<file path="config.mk">
export PLATFORM = sky130hd
export DESIGN_NAME = wr_hold_buf
export DESIGN_NICKNAME = d
export VERILOG_FILES = /design/src/rtl/whb_pkg.sv /design/src/rtl/whb_ctrl.sv /design/src/rtl/whb_datapath.sv /design/src/rtl/wr_hold_buf.sv
export SDC_FILE = /design/constraint.sdc
export NUM_CORES = 1
export LEC_CHECK = 0
export BUFFER_PORTS_ARGS = -buffer_cell sky130_fd_sc_hd__buf_2
export CORE_MARGIN = 2
export CORE_UTILIZATION = 48
export DETAILED_ROUTE_END_ITERATION = 12
export GPL_TIMING_DRIVEN = 0
export PLACE_DENSITY = 0.81
export SLEW_MARGIN = 20
export SYNTH_ARGS = -nofsm -noshare
export SYNTH_HDL_FRONTEND = slang
export SYNTH_SLANG_ARGS = --single-unit
</file>
<file path="constraint.sdc">
create_clock -name clk -period 1.3 [get_ports clk]
set_input_delay 0.13 -clock clk [delete_from_list [all_inputs] [get_ports clk]]
set_output_delay 0.13 -clock clk [all_outputs]
set_load 0.1 [all_outputs]
</file>
<file path="src/rtl/whb_pkg.sv">
package whb_pkg;

  // Strobes from the control to the datapath, one set per cycle.
  typedef struct packed {
    logic ramReq;    // RAM port is used this cycle
    logic ramWe;     // the RAM access is the held-write commit
    logic holdLoad;  // capture the incoming write into the holding register
    logic fwdLoad;   // a read is issued: capture the forwarding bytes
    logic heldValid; // holding register holds a write this cycle
  } whbStrobes_t;

endpackage

</file>
<file path="src/rtl/whb_ctrl.sv">
module whb_ctrl
  import whb_pkg::*;
(
  input  logic        clk,
  input  logic        rstN,
  input  logic        req,
  input  logic        we,
  output whbStrobes_t strb,
  output logic        rvalid
);

  logic heldValidQ;
  logic heldValidD;
  logic isRead;
  logic isWrite;

  always_comb begin
    isRead  = req & ~we;
    isWrite = req & we;

    // A write always parks; an idle cycle drains; a read leaves it alone.
    if (isWrite) begin
      heldValidD = 1'b1;
    end else if (!req) begin
      heldValidD = 1'b0;
    end else begin
      heldValidD = heldValidQ;
    end

    strb.ramReq    = isRead | heldValidQ;
    strb.ramWe     = heldValidQ & ~isRead;
    strb.holdLoad  = isWrite;
    strb.fwdLoad   = isRead;
    strb.heldValid = heldValidQ;
  end

  always_ff @(posedge clk or negedge rstN) begin
    if (!rstN) begin
      heldValidQ <= 1'b0;
      rvalid     <= 1'b0;
    end else begin
      heldValidQ <= heldValidD;
      rvalid     <= isRead;
    end
  end

endmodule

</file>
<file path="src/rtl/whb_datapath.sv">
module whb_datapath
  import whb_pkg::*;
#(
  parameter int AddrWidth = 10,
  parameter int DataWidth = 32
) (
  input  logic                   clk,
  input  logic                   rstN,
  input  whbStrobes_t            strb,
  input  logic [AddrWidth-1:0]   addr,
  input  logic [DataWidth-1:0]   wdata,
  input  logic [DataWidth/8-1:0] wmask,
  output logic [AddrWidth-1:0]   ramAddr,
  output logic [DataWidth-1:0]   ramWdata,
  output logic [DataWidth/8-1:0] ramWmask,
  input  logic [DataWidth-1:0]   ramRdata,
  output logic [DataWidth-1:0]   rdata
);

  localparam int NumBytes = DataWidth / 8;

  logic [AddrWidth-1:0] heldAddr;
  logic [DataWidth-1:0] heldData;
  logic [NumBytes-1:0]  heldMask;
  logic [DataWidth-1:0] fwdData;
  logic [NumBytes-1:0]  fwdMask;
  logic                 addrHit;

  assign addrHit  = strb.heldValid && (addr == heldAddr);
  assign ramAddr  = (strb.ramReq && strb.ramWe) ? heldAddr : addr;
  assign ramWdata = heldData;
  assign ramWmask = heldMask;

  always_ff @(posedge clk or negedge rstN) begin
    if (!rstN) begin
      heldAddr <= '0;
      heldData <= '0;
      heldMask <= '0;
    end else if (strb.holdLoad) begin
      heldAddr <= addr;
      heldData <= wdata;
      heldMask <= wmask;
    end
  end

  // Snapshot of the held bytes for the read in flight; the holding
  // register may be replaced by a write in the very next cycle.
  always_ff @(posedge clk or negedge rstN) begin
    if (!rstN) begin
      fwdData <= '0;
      fwdMask <= '0;
    end else if (strb.fwdLoad) begin
      fwdData <= heldData;
      fwdMask <= addrHit ? heldMask : '0;
    end
  end

  for (genvar b = 0; b < NumBytes; b++) begin : g_merge
    assign rdata[8*b +: 8] = fwdMask[b] ? fwdData[8*b +: 8] : ramRdata[8*b +: 8];
  end

endmodule

</file>
<file path="src/rtl/wr_hold_buf.sv">
module wr_hold_buf
  import whb_pkg::*;
#(
  parameter int AddrWidth = 10,
  parameter int DataWidth = 32
) (
  input  logic                   clk,
  input  logic                   rstN,
  input  logic                   req,
  input  logic                   we,
  input  logic [AddrWidth-1:0]   addr,
  input  logic [DataWidth-1:0]   wdata,
  input  logic [DataWidth/8-1:0] wmask,
  output logic                   rvalid,
  output logic [DataWidth-1:0]   rdata,
  output logic                   ramReq,
  output logic                   ramWe,
  output logic [AddrWidth-1:0]   ramAddr,
  output logic [DataWidth-1:0]   ramWdata,
  output logic [DataWidth/8-1:0] ramWmask,
  input  logic [DataWidth-1:0]   ramRdata
);

  whbStrobes_t strb;

  whb_ctrl i_ctrl (
    .clk    (clk),
    .rstN   (rstN),
    .req    (req),
    .we     (we),
    .strb   (strb),
    .rvalid (rvalid)
  );

  whb_datapath #(
    .AddrWidth (AddrWidth),
    .DataWidth (DataWidth)
  ) i_dp (
    .clk      (clk),
    .rstN     (rstN),
    .strb     (strb),
    .addr     (addr),
    .wdata    (wdata),
    .wmask    (wmask),
    .ramAddr  (ramAddr),
    .ramWdata (ramWdata),
    .ramWmask (ramWmask),
    .ramRdata (ramRdata),
    .rdata    (rdata)
  );

  assign ramReq = strb.ramReq;
  assign ramWe  = strb.ramWe;

endmodule

</file>
# [Word-level counts from Yosys, hierarchy flattened]
# Cells that the tools add are included.
# Widths: inputs -> output; s select.
[op_classes] eq_ne=2 n_mux=8 bitwise=6 n_reduce_logical=2
[ops] operator="$mux 8" count=4
[ops] operator="$eq 10x10->1" count=1
[ops] operator="$mux 10" count=1
[ops] operator="$mux 4" count=1
[ops] operator="$and 1x1->1" count=3
[ops] operator="$logic_and 1x1->1" count=2
[ops] operator="$mux 1" count=2
[ops] operator="$ne 2x1->1 const B" count=1
[ops] operator="$not 1->1" count=2
[ops] operator="$or 1x1->1" count=1
[totals] regBits=84 out_inout_bits=81 word_cells=25

# [Longest topological paths before layout]
[logic_depth] word_depth=6 ltp_mapped=5

# [Modules after synthesis]
# A second synthesis with hierarchy kept.
[unflattened] hier_cells=247 hier_area_um2=3747.3
[modules_own_cells] module="whb_datapath" n_inst=1 cells_per_inst=236 area_per_inst_um2=3628.5 seq_area_each_um2=2052.0
[modules_own_cells] module="whb_ctrl" n_inst=1 cells_per_inst=11 area_per_inst_um2=118.9 seq_area_each_um2=50.0

# [Least setup slack after synthesis]
# Ideal clock, no wire load.
[synth_timing] path_type="register to output" start="reg i_ctrl.heldValidQ" end="out ramAddr[0]" t_arrival_ns=1.234 required_time_ns=1.170 setup_slack_ns=-0.064 path_stages_with_launch=4 path_buffers=1 cell_sequence="dfrtp_1 > nand2_1 > buf_2 > mux2_2"
[synth_via] elab_chain_len=3 word_cells_on_any_way=4 cone_classes="mux (1); bitwise (2); reduce/logical (1)"
[synth_lines] element="start, declared" line="whb_ctrl.sv:12" text="logic heldValidQ;"
[synth_lines] element="start signal, assigned" line="whb_ctrl.sv:42" text="heldValidQ <= heldValidD;"
[synth_lines] element="$or 1x1->1 / $and 1x1->1 (equally long branches)" line="whb_ctrl.sv:30, whb_ctrl.sv:31"
[synth_lines] element="$logic_and 1x1->1 (*)" line="whb_datapath.sv:30" text="assign ramAddr = (strb.ramReq && strb.ramWe) ? heldAddr : addr;"
[synth_lines] element="$mux 10 (*)" line="whb_datapath.sv:30"
[synth_lines] element="end, declared" line="wr_hold_buf.sv:18" text="output logic [AddrWidth-1:0] ramAddr,"
# Every way passes the cells marked *; elsewhere a longest branch is shown, timed or not.

# [Final worst setup path]
[layout_timing] start="reg i_ctrl.heldValidQ" end="out ramAddr[3]"
# The elaborated chain is that of the path after synthesis.

==> results.md <==
• **worst path required time** 1170 ps
• **number of max-cap violations** 0
• **status** finished with violations
• **number of storage elements in the synthesis netlist** 84
• **number of clock buffers inserted by TritonCTS** 9
• **area share of the leading cell type in the synthesized netlist** 55.7%
• **proportion of synthesized chip area in sequential cells** 55.7%
• **total non-filler cell area in the finished layout** 6150 µm²
• **shortest clock period the worst path allows after layout** 1660 ps
• **maximum fanout encountered on the critical timing path** 5
• **clock latency at the later pin of the worst-skew pair** 340 ps
• **clk root buf** sky130_fd_sc_hd__clkbuf_8
• **first-pass GRT wire length** 17100 µm
• **number of vias per cell** 5.03
• **antenna violations before repair** 0
• **number of DRC markers in iteration 0** 83
• **cell count after synthesis** 310
• **Detailed Routing Iterations Pass 1** 4
• **worst endpoint data arrival time** 1530 ps
• **endpoints failing setup** 48
• **dpl cell area** 4770 µm²
• **startpoint type of the worst setup path** register
• **Hold Violations, Final** 0
• **slew of the pin with the lowest slew margin** 541 ps
• **number of unique standard cell types used by synthesis** 19
• **height of the die** 92.7 µm
• **overall power** 8.90 mW
• **Worst Setup Path Type** register to output port
• **final slew viol count** 0
• **total wire length** 11400 µm
• **setup TNS after final layout** -11080 ps
• **pin count of the biggest net entering global routing** 48
• **leftover overflow at the end of global routing** 0
• **full die area** 8580 µm²
• **top-level port count** 163
• **Setup crit end kind** output port
• **clk slew on worst S/H paths** 80 ps
• **total number of clock tree sinks** 84
• **fmax** 603 MHz
• **Port-buffer cells** 162
• **Clock Skews** 11.3 ps
• **Antenna Violating Nets Remaining** 0
• **number of standard cells in the final layout excluding fillers** 620
• **count of buffering cells on the critical path with inverters included** 2
• **violated checks** setup timing
• **Yosys Warn Count** 0
• **HPWL after detailed placement** 6460 µm
• **worst path setup slack after routing** -359 ps
• **syn avg cell area** 12.2 µm²
• **worst-case vdd ir drop** 0.000813 V
• **cell area power density** 1450 nW/µm²
• **layout cells sized above 1** 59.5%
• **headroom to the max-slew limit** 63.9%
• **H-Tree Level Count** 3
• **clock tree from TritonCTS** done
• **Syn Nets** 392
• **Clock Path Buffers** 2
• **library cell with the largest summed area after synthesis** sky130_fd_sc_hd__dfrtp_1
• **RePlAce Congestion** 0.736
• **post-route fraction of the period consumed by the critical path** 128%
• **number of cells after detailed placement** 575
• **Crit-path slowest cell** sky130_fd_sc_hd__dfrtp_1
• **antenna diode instance count** 0
• **total core area** 7690 µm²
• **starting utilization of the core area** 49.1%
• **detailed-route wire length per cell** 18.4 µm
• **P&R area growth vs syn** 63.0%
• **vias in the first global route** 3410
• **row count** 32
• **cell types with the largest area share after synthesis** sky130_fd_sc_hd__dfrtp_1 (56%), sky130_fd_sc_hd__mux2_2 (26%), sky130_fd_sc_hd__nand2_1 (9.8%)
• **total global routing track utilization** 25.8%
• **post-place setup slack** -351 ps
• **CP top delay family** flip-flops
• **fill count** 443
• **unrepaired setup endpoints after global routing** yes
• **path class of the lowest-slack min-delay path** primary input to register
• **slowest stage delay, CP** 410 ps
• **DRC Markers** 0
• **via count** 3120
• **post-synthesis cell area** 3770 µm²
• **die extent in x** 92.7 µm
• **Post-layout nets** 595
• **leakage power of the design** 3.09 nW
• **cell breakdown of the critical path** nand2_2, buf_6, mux2_4, buf_12
final timing paths:
path	startpoint	end	depth (start not counted)	slack [ps]
max reg2reg	i_dp.heldAddr[1]$_DFFE_PN0P_	i_dp.fwdMask[1]$_DFFE_PN0P_	5	-100
min reg2reg	i_dp.fwdData[13]$_DFFE_PN0P_	i_dp.fwdData[13]$_DFFE_PN0P_	2	480
max	i_ctrl.heldValidQ$_DFFE_PN0P_	ramAddr[3]	4	-360
min in group asynchronous	rstN	i_dp.ramWdata[3]$_DFFE_PN0P_	2	310
min	wmask[3]	i_dp.ramWmask[3]$_DFFE_PN0P_	2	20
max in group asynchronous	rstN	i_dp.fwdMask[1]$_DFFE_PN0P_	3	370
kinds of logic (layout without fill, tap and decap cells):
family,after synthesis,after routing,share of synthesized area (%)
AOI/OAI and AO/OA,5,5,1.13
DFF,84,84,55.7
xor gates and xnor gates,10,10,2.32
and+or+nand+nor,105,105,11.6
buffers and inverters,18,226,2.98
muxes,88,88,26.3
Yosys cell counts:
master                      n
sky130_fd_sc_hd__buf_6      1
sky130_fd_sc_hd__nand2_1   98
sky130_fd_sc_hd__nand3_1    1
sky130_fd_sc_hd__buf_2      5
sky130_fd_sc_hd__inv_1      1
sky130_fd_sc_hd__nand4_1    1
sky130_fd_sc_hd__o21a_1     1
sky130_fd_sc_hd__mux2_2    88
sky130_fd_sc_hd__nand2b_1   1
sky130_fd_sc_hd__clkbuf_8   3
sky130_fd_sc_hd__nand2_2    1
sky130_fd_sc_hd__a22o_1     4
sky130_fd_sc_hd__clkinv_2   1
sky130_fd_sc_hd__nand3_2    1
sky130_fd_sc_hd__nand2b_4   1
sky130_fd_sc_hd__dfrtp_1   84
sky130_fd_sc_hd__clkbuf_1   7
sky130_fd_sc_hd__xnor2_1   10
sky130_fd_sc_hd__nor4_4     1
cell type report:
type	count	area [µm²]	area share [%]
multi-input combinational	208	1710	27.9
inverter	2	11.3	0.183
tap	102	128	2.08
clock buffer	12	155	2.52
timing repair buffer	196	1890	30.8
buffer	12	95.1	1.55
sequential	84	2110	34.3
clock inverter	4	47.5	0.773
routing by layer:
metal | global-route usage [%] | wire length [µm] | vias up
met5 | 0 | 0 | -
met4 | 10.9 | 197 | 0
met3 | 6.27 | 670 | 21
met2 | 44.1 | 6170 | 132
met1 | 31.3 | 4370 | 1533
li1 | - | - | 1434
registers in the layout (all words and copies together) (netlist names):
signal / cells
i_dp.fwdData: 32
i_dp.ramWdata: 32
i_ctrl.rvalid: 1
i_dp.heldAddr: 10
i_ctrl.heldValidQ: 1
i_dp.fwdMask: 4
i_dp.ramWmask: 4
metrics by stage:
stage | util [%] | hold WS (ps)
finish | 80.0 | 19.2
global route | 80.0 | 5.04
detailed placement | 62.1 | 141
CTS | 75.7 | 0.609
global placement | 61.7 | 361
floorplan | - | -166
report_power, final:
group | internal, mW | total (mW) | switching (mW)
combinational | 1.12 | 3.69 | 2.56
sequential | 3.00 | 3.30 | 0.292
clock | 0.989 | 1.92 | 0.929
total | 5.12 | 8.90 | 3.78
timing repair:
item | in CTS | in global routing
resized for setup | 189 | 76
gates cloned | 1 | 0
hold endpoints to repair | 46 | 2
setup buffers | 15 | 6
hold buffers | 10 | 2
pin swaps | 7 | 9
setup endpoints to repair | 60 | 72
cells in the final DEF, fill, tap and decap left out, types with 2 or more instances in the layout:
| master | n |
|---|---|
| sky130_fd_sc_hd__buf_4 | 21 |
| sky130_fd_sc_hd__dfrtp_1 | 80 |
| sky130_fd_sc_hd__mux2_4 | 39 |
| sky130_fd_sc_hd__a22o_1 | 4 |
| sky130_fd_sc_hd__nand2_1 | 97 |
| sky130_fd_sc_hd__clkinv_2 | 3 |
| sky130_fd_sc_hd__buf_12 | 41 |
| sky130_fd_sc_hd__buf_6 | 18 |
| sky130_fd_sc_hd__buf_2 | 85 |
| sky130_fd_sc_hd__clkbuf_4 | 24 |
| sky130_fd_sc_hd__xnor2_1 | 10 |
| sky130_fd_sc_hd__nand2b_4 | 2 |
| sky130_fd_sc_hd__clkbuf_8 | 14 |
| sky130_fd_sc_hd__dlygate4sd3_1 | 12 |
| sky130_fd_sc_hd__clkbuf_1 | 4 |
| sky130_fd_sc_hd__mux2_2 | 49 |
| sky130_fd_sc_hd__dfrtp_2 | 4 |
| sky130_fd_sc_hd__nand2_2 | 2 |
(Power assumes the default switching activity.)
